`src/rtl/burst_pkg.sv`:
```
package burst_pkg;
  typedef enum logic {POL_POS = 1'b0, POL_NEG = 1'b1} burst_pol_e;
  typedef enum logic {RAMP_UP = 1'b0, RAMP_DOWN = 1'b1} ramp_dir_e;
endpackage

```
`src/rtl/burst_ramp_gen.sv`:
```
module burst_ramp_gen
  import burst_pkg::*;
#(
  parameter int CODE_W = 8,
  parameter int LO     = 16,
  parameter int HI     = 64,
  parameter int FAULT  = 128,
  parameter int RISE   = 1,
  parameter int FALL   = 2
) (
  input  logic              clk,
  input  logic              rst,
  input  logic              halt_i,
  output logic [CODE_W-1:0] ramp_o,
  output logic              turn_low_o,
  output logic              tick_o
);
  localparam logic [CODE_W-1:0] LO_C      = CODE_W'(LO);
  localparam logic [CODE_W-1:0] HI_C      = CODE_W'(HI);
  localparam logic [CODE_W-1:0] FAULT_C   = CODE_W'(FAULT);
  localparam logic [CODE_W-1:0] RISE_C    = CODE_W'(RISE);
  localparam logic [CODE_W-1:0] FALL_C    = CODE_W'(FALL);
  localparam logic [CODE_W-1:0] UP_TURN_C = CODE_W'(HI - RISE);
  localparam logic [CODE_W-1:0] DN_TURN_C = CODE_W'(LO + FALL);

  logic [CODE_W-1:0] ramp_q, ramp_d;
  ramp_dir_e         dir_q, dir_d;
  logic              turn_low, tick_q;

  always_comb begin
    ramp_d   = ramp_q;
    dir_d    = dir_q;
    turn_low = 1'b0;
    if (halt_i) begin
      ramp_d = FAULT_C;
      dir_d  = RAMP_DOWN;
    end else if (dir_q == RAMP_UP) begin
      if (ramp_q >= UP_TURN_C) begin
        ramp_d = HI_C;
        dir_d  = RAMP_DOWN;
      end else begin
        ramp_d = ramp_q + RISE_C;
      end
    end else begin
      if (ramp_q <= DN_TURN_C) begin
        ramp_d   = LO_C;
        dir_d    = RAMP_UP;
        turn_low = 1'b1;
      end else begin
        ramp_d = ramp_q - FALL_C;
      end
    end
  end

  always_ff @(posedge clk) begin
    if (rst) begin
      ramp_q <= LO_C;
      dir_q  <= RAMP_UP;
      tick_q <= 1'b0;
    end else begin
      ramp_q <= ramp_d;
      dir_q  <= dir_d;
      tick_q <= turn_low;
    end
  end

  assign ramp_o     = ramp_q;
  assign turn_low_o = turn_low;
  assign tick_o     = tick_q;

  assert_fault_park_R9: assert property (@(posedge clk) disable iff (rst)
    halt_i |=> (ramp_q == FAULT_C && !tick_q));
  assert_rise_step_R2: assert property (@(posedge clk) disable iff (rst)
    (!halt_i && dir_q == RAMP_UP && ramp_q < UP_TURN_C) |=> (ramp_q == $past(ramp_q) + RISE_C));
  assert_fall_step_R3: assert property (@(posedge clk) disable iff (rst)
    (!halt_i && dir_q == RAMP_DOWN && ramp_q > DN_TURN_C) |=> (ramp_q == $past(ramp_q) - FALL_C));
  assert_tick_at_low_R4: assert property (@(posedge clk) disable iff (rst)
    tick_q |-> (ramp_q == LO_C && dir_q == RAMP_UP));
  assert_tick_single_R4: assert property (@(posedge clk) disable iff (rst)
    tick_q |=> !tick_q);
endmodule

```
`src/rtl/burst_pol_sel.sv`:
```
module burst_pol_sel
  import burst_pkg::*;
#(
  parameter int CODE_W = 8,
  parameter int POS_TH = 96,
  parameter int NEG_TH = 112
) (
  input  logic              clk,
  input  logic              rst,
  input  logic              sample_i,
  input  logic [CODE_W-1:0] adim_i,
  output burst_pol_e        pol_o
);
  localparam logic [CODE_W-1:0] POS_TH_C = CODE_W'(POS_TH);
  localparam logic [CODE_W-1:0] NEG_TH_C = CODE_W'(NEG_TH);

  burst_pol_e pol_q;

  always_ff @(posedge clk) begin
    if (rst) begin
      pol_q <= POL_POS;
    end else if (sample_i) begin
      if (adim_i < POS_TH_C)      pol_q <= POL_POS;
      else if (adim_i > NEG_TH_C) pol_q <= POL_NEG;
    end
  end

  assign pol_o = pol_q;

  assert_pol_hold_R7: assert property (@(posedge clk) disable iff (rst)
    !sample_i |=> $stable(pol_q));
  assert_pol_band_R7: assert property (@(posedge clk) disable iff (rst)
    (sample_i && adim_i >= POS_TH_C && adim_i <= NEG_TH_C) |=> $stable(pol_q));
endmodule

```
`src/rtl/burst_lamp_gate.sv`:
```
module burst_lamp_gate
  import burst_pkg::*;
#(
  parameter int CODE_W = 8
) (
  input  logic              clk,
  input  logic              rst,
  input  logic [CODE_W-1:0] dim_i,
  input  logic [CODE_W-1:0] ramp_i,
  input  burst_pol_e        pol_i,
  input  logic              strike_i,
  input  logic              halt_i,
  output logic              lamp_o
);
  logic lamp_q, cmp_on;

  always_comb begin
    if (pol_i == POL_POS) cmp_on = (dim_i > ramp_i);
    else                  cmp_on = (dim_i < ramp_i);
  end

  always_ff @(posedge clk) begin
    if (rst)           lamp_q <= 1'b0;
    else if (halt_i)   lamp_q <= 1'b0;
    else if (strike_i) lamp_q <= 1'b1;
    else               lamp_q <= cmp_on;
  end

  assign lamp_o = lamp_q;

  assert_dark_in_shutdown_R9: assert property (@(posedge clk) disable iff (rst)
    halt_i |=> !lamp_q);
  assert_strike_on_R8: assert property (@(posedge clk) disable iff (rst)
    (strike_i && !halt_i) |=> lamp_q);
endmodule

```
`src/rtl/burst_dim_pwm.sv`:
```
module burst_dim_pwm
  import burst_pkg::*;
#(
  parameter int CODE_W     = 8,
  parameter int RAMP_LO    = 16,
  parameter int RAMP_HI    = 64,
  parameter int FAULT_CODE = 128,
  parameter int RISE_STEP  = 1,
  parameter int FALL_STEP  = 2,
  parameter int POL_POS_TH = 96,
  parameter int POL_NEG_TH = 112
) (
  input  logic              clk,
  input  logic              rst,
  input  logic [CODE_W-1:0] dim_lvl_i,
  input  logic [CODE_W-1:0] adim_lvl_i,
  input  logic              strike_i,
  input  logic              shutdown_i,
  output logic              lamp_on_o,
  output logic              burst_tick_o,
  output logic [CODE_W-1:0] ramp_o
);
  logic [CODE_W-1:0] ramp;
  logic              turn_low;
  burst_pol_e        pol;

  burst_ramp_gen #(
    .CODE_W(CODE_W), .LO(RAMP_LO), .HI(RAMP_HI), .FAULT(FAULT_CODE),
    .RISE(RISE_STEP), .FALL(FALL_STEP)
  ) u_ramp (
    .clk(clk), .rst(rst), .halt_i(shutdown_i),
    .ramp_o(ramp), .turn_low_o(turn_low), .tick_o(burst_tick_o)
  );

  burst_pol_sel #(
    .CODE_W(CODE_W), .POS_TH(POL_POS_TH), .NEG_TH(POL_NEG_TH)
  ) u_pol (
    .clk(clk), .rst(rst), .sample_i(turn_low), .adim_i(adim_lvl_i), .pol_o(pol)
  );

  burst_lamp_gate #(.CODE_W(CODE_W)) u_gate (
    .clk(clk), .rst(rst), .dim_i(dim_lvl_i), .ramp_i(ramp), .pol_i(pol),
    .strike_i(strike_i), .halt_i(shutdown_i), .lamp_o(lamp_on_o)
  );

  assign ramp_o = ramp;

  assert_reset_state_R1: assert property (@(posedge clk)
    rst |=> (ramp_o == CODE_W'(RAMP_LO) && !lamp_on_o && !burst_tick_o && pol == POL_POS));
endmodule

```
`config.mk`:
```
export PLATFORM = sky130hd
export DESIGN_NAME = burst_dim_pwm
export DESIGN_NICKNAME = d
export VERILOG_FILES = /design/src/rtl/burst_pkg.sv /design/src/rtl/burst_ramp_gen.sv /design/src/rtl/burst_pol_sel.sv /design/src/rtl/burst_lamp_gate.sv /design/src/rtl/burst_dim_pwm.sv
export SDC_FILE = /design/constraint.sdc
export NUM_CORES = 1
export LEC_CHECK = 0
export BUFFER_PORTS_ARGS = -buffer_cell sky130_fd_sc_hd__buf_2
export CORE_MARGIN = 2
export CORE_UTILIZATION = 52
export DETAILED_ROUTE_END_ITERATION = 16
export GPL_TIMING_DRIVEN = 0
export PLACE_DENSITY = 0.9
export SLEW_MARGIN = 40
export SYNTH_ARGS = -nofsm -noshare
export SYNTH_HDL_FRONTEND = slang
export SYNTH_SLANG_ARGS = --single-unit
```
`constraint.sdc`:
```
create_clock -name clk -period 2.6 [get_ports clk]
set_clock_uncertainty 0.15 [all_clocks]
set_input_delay 0.52 -clock clk [delete_from_list [all_inputs] [get_ports clk]]
set_output_delay 0.52 -clock clk [all_outputs]
set_load 0.1 [all_outputs]
```
After elaboration in Yosys (flattened, before gate mapping)
Cells that the tools add are included.

Magnitude comparators: 6. Reductions and logical operators: 3. Divide/modulo/power cells: 0. Add/subtract/negate cells: 2. Multiply operators: 0. Multiplexer cells: 15. Bitwise logic cells: 0. Equal/unequal tests: 0. Shifts and indexed selects: 0.

Operators by type and width (number): two-way mux 8 bit (4); two-way mux 1 bit (11); adder 8 x 1 -> 8 bit (second input constant) (1); >= comparator 8 x 6 -> 1 bit (second input constant) (1); > comparator 8 x 7 -> 1 bit (second input constant) (1); > comparator 8 bit (1); <= comparator 8 x 5 -> 1 bit (second input constant) (1); less-than comparator 8 x 7 -> 1 bit (second input constant) (1); less-than comparator 8 bit (1); subtractor 8 x 2 -> 8 bit (second input constant) (1); AND reduction 2 bit (1); nonzero test 2 bit (1); OR reduction 2 bit (1).

Output and inout bits: 10. Logic and storage cells: 32. Memories: 0. Latch bits: 0. ROM bits: 0. Flip-flop bits (word level): 12. Bits in writable memories: 0.

Logic depth before layout (Yosys ltp)
Word-level depth: 5. Gate-level depth with buffers: 8. Depth with buffers taken out: 7.

Modules after synthesis
Synthesis repeated with hierarchy kept, for this count alone.

Cell total of the unflattened synthesis: 117. Area, all modules: 944.7 µm².

Modules (own cells, without submodules): burst_ramp_gen (times used 1, cells an instance 76, sequential area each 200.2 µm², area an instance 641.9 µm²); burst_lamp_gate (times used 1, cells an instance 34, sequential area each 20.0 µm², area an instance 246.5 µm²); burst_pol_sel (times used 1, cells an instance 7, sequential area each 20.0 µm², area an instance 56.3 µm²).

Worst setup path before layout
No wires, ideal clock.

Kind: reg2reg. Start point: register u_ramp.ramp_q[0] (netlist: u_ramp.ramp_o[0]). End point: register u_ramp.ramp_q[3] (netlist: u_ramp.ramp_o[3]). Stages on the path, launching flop included: 8. Setup slack: 140 ps. Arrival: 2224 ps. Path buffers: 0. Period minus slack after synthesis: 2460 ps. Path through: dfxtp_1 inv_1 ha_1 nor2b_1 o31ai_2 a21boi_1 a21oi_1 a211oi_1.

Cells in the longest elaborated chain, start to end: 3. Elaborated cells on any way between the ends: 7. Classes of those cells: 2 x add/sub; 2 x order compare; 3 x mux.

RTL lines: start, declared (RTL line burst_ramp_gen.sv:26) `logic [CODE_W-1:0] ramp_q, ramp_d;`; start signal, assigned (RTL line burst_ramp_gen.sv:61) `ramp_q <= ramp_d;`; adder 8 x 1 -> 8 bit, or another cell as far along (RTL line burst_ramp_gen.sv:42) `ramp_d = ramp_q + RISE_C;`; two-way mux 8 bit (on tied branches) (RTL line burst_ramp_gen.sv:38, burst_ramp_gen.sv:45); two-way mux 8 bit (*) (RTL line burst_ramp_gen.sv:37) `end else if (dir_q == RAMP_UP) begin`.

Mark *: on every way between the ends. The rest lies on a longest branch, timed or not. A chain may end at the register's enable or synchronous reset.

Worst setup path after layout
Same ends and word-level chain as after synthesis.

==> summary.md <==
| Metric | Value |
|---|---|
| Cell count after synthesis | between 100 and 150 |
| Die Footprint | a little over 0.002 sq mm |
| Commonest cells in the netlist | a21oi_1, inv_1, nor2_1 |
| Diode count | 0 |
| TNS Setup | 0 ns |
| Status | finished clean |
| EDFF count, synth | 0 |
| Rows | 14 |
| Least-Margin Pin Slew | about 0.54 ns |
| Worst Path Max Fanout | 8 |
| Leakage | 0.5084 nW |
| Power Density | between 500 and 600 mW/mm^2 |
| I/O pin count | 30 |
| MaxCap Viol Count | 0 |
| Clock root cell | clkbuf_4 |
| Maximum clock rate | between 400 and 500 MHz |
| Initial antenna violation count | 0 |
| CP Cell Sequence | inv_1 -> ha_1 -> nor2b_1 -> o31ai_2 -> a21boi_1 -> a21oi_1 -> a211oi_1 |
| I/O Buffers | 29 |
| Routed Antenna Nets | 0 |
| Drt pass-1 iters | 4 |
| First-pass GRT wire length | about 3600 um |
| Via density | 5.780 |
| Crit. End Element | flip-flop |
| Layout cell share with drive strength beyond 1 | between 20 and 30% |
| Final Max Tran Viols | 0 |
| Synth top area cells | dfxtp_1, ha_1, a21oi_1 |
| Initial core utilization | between 50% and 60% |
| GRT Total Usage | about 25% |
| Clk sinks | 12 |
| Core Area | around 0.0015 sq mm |
| DRT iter0 DRCs | 15 |
| Crit-path max cell delay | 0.47 ns |
| Post-route DRC | 0 |
| Sequential fraction of the synthesis area | around 27% |
| Setup-failing EPs final | 0 |
| Total Wirelength | 2153 um |
| Syn nets | around 140 |
| Clk Latency, worst-skew pair | ~0.28 ns |
| Placer's final routability congestion estimate | 0.9055 |
| Crit path required time | 2.66 ns |
| Worst EP arrival | approximately 2.1 ns |
| Dominant cell type by area after synthesis | dfxtp_1 |
| CTS tree | yes |
| Hold Fails Final Rpt | 0 |
| Distinct cell type count after synthesis | 29 |
| Maximum clock insertion buffer count | 2 |
| Reg area | between 200 and 250 sq um |
| Post-layout nets | around 180 |
| Largest net degree at the start of global routing | 9 |
| DP HPWL | around 1600 um |
| Slew HR | a little under two thirds |
| Startpoint Class | flip-flop |
| GRT Residual Overflow | 0 |
| Multi-input logic area | about 570 sq um |
| H-tree Lvls | 1 |
| Final hold slack | 0.2885 ns |
| Routed length per instance | between 10 and 15 um |
| Fin crit period | 2.026 ns |
| Num CTS Buffers | 3 |
| Worst vdd ir | about 0.38 mV |
| Most common cell in the netlist | a21oi_1 |
| Post-synth ARST share | 0% |
| Fin crit share | ~78% |
| Number of synthesized register bits | 12 |
| CTS hold repair buffers | 0 |
| Synthesis warning total | 0 |
| Syn Area/Cell | 7.974 sq um |
| FILL cells | around 120 |
| Post-Syn Area | roughly 900 sq um |
| Die height | about 45 um |
| CP max stage cell | dfxtp_1 |
| Post-cts resize count | 0 |
| Via count | 919 |
| Crit Path Class | flip-flop to flip-flop |
| Vias in the first global route | ~850 |
| Clock Pin Slew Worst Setup and Hold Paths | approximately 0.080 ns |
| Hold Crit Class | input port to flip-flop |
| Area growth syn-to-layout | 22.97% |
| Yosys top cell area share | 27.39% |
| Postcts setup bufs | 0 |
| Die W | 45.07 um |
| Post-synth top flop | dfxtp_1 |
| RSZ-0062 raised after global routing | false |
## area by class of cell
class / instances / share of cell area, %
well taps: 16 / 1.856
inverters: 13 / 4.524
plain buffers: 2 / 1.508
clock buffers: 4 / 3.364
repair buffers: 29 / 13.46
flip-flops and latches: 12 / 22.27
multi-input cells: 83 / 53.02
## flip-flops by register name (all words and copies together), names as in the netlist
register       cells
u_ramp.tick_o      1
u_pol.pol_o        1
u_ramp.dir_q       1
u_ramp.ramp_o      8
u_gate.lamp_o      1
## layout by cell type, fill, tap and decap left out, types with 3 or more instances in the layout
cell	netlist	final
a21oi_1	14	14
buf_2	1	30
clkbuf_4	0	3
dfxtp_1	12	12
ha_1	12	12
inv_1	13	13
nand2_1	5	5
nand4_1	3	3
nor2_1	13	13
nor3_1	3	3
o21ai_0	4	4
xnor2_1	4	4
## per-layer routing
| metal | vias to the layer above | global-route usage [%] | part of all wire, % |
|---|---|---|---|
| li1 | 457 | - | - |
| met1 | 415 | 28.15 | 41 |
| met2 | 42 | 43.14 | 50 |
| met3 | 5 | 4.000 | 7.9 |
| met4 | 0 | 13.53 | 1.6 |
| met5 | - | 0 | 0 |
## where the power goes
part | switching, mW | leakage (nW) | total (mW) | internal [mW]
clock network | 0.0720 | 0.0210 | 0.157 | 0.0853
logic | 0.127 | 0.389 | 0.191 | 0.0637
registers | 0.0163 | 0.0985 | 0.211 | 0.195
total | 0.215 | 0.508 | 0.559 | 0.344
## stage by stage
stage	utilization, %	cell area (sq um)	std cells	worst slack (ns)	power (mW)
after global placement	67.61	1042	155	0.6997	0.3956
final	69.97	1079	159	0.5742	0.5588
after detailed placement	67.61	1042	155	0.6157	0.4037
after CTS	69.97	1079	159	0.6011	0.5571
after floorplan	-	877.1	110	0.1404	0.3580
after global routing	69.97	1079	159	0.4293	0.5833
## logic make-up (layout without fill, tap and decap cells)
family	count (synthesis)	count (layout)	share of synthesized area, %
buffers and inverters	15	48	7.418
AOI/OAI and AO/OA	30	30	21.97
DFF	12	12	27.39
xor gates and xnor gates	5	5	4.993
adders and majority gates	12	12	17.12
and+or+nand+nor	36	36	21.11
## final timing paths
check,from,endpoint,slack (ns),depth (start not counted)
worst max register to register,u_ramp.ramp_o[0]$_SDFF_PP0_,u_ramp.ramp_o[3]$_SDFF_PP0_,0.57,7
worst min-delay path,rst,u_ramp.ramp_o[7]$_SDFF_PP0_,0.29,2
worst max-delay path,u_ramp.ramp_o[0]$_SDFF_PP0_,u_ramp.ramp_o[3]$_SDFF_PP0_,0.57,7
worst min register to register,u_pol.pol_o$_SDFFE_PP0P_,u_gate.lamp_o$_SDFF_PP0_,0.41,3
## worst max-delay path: cells and delay by family (launching register included)
family / cells / cell delay, ns
buffers and inverters: 1 / 0.08
adders and majority gates: 1 / 0.20
AOI/OAI and AO/OA: 4 / 0.91
and+or+nand+nor: 1 / 0.13
DFF: 1 / 0.47
Note: power is estimated with default switching activity, not from simulation.
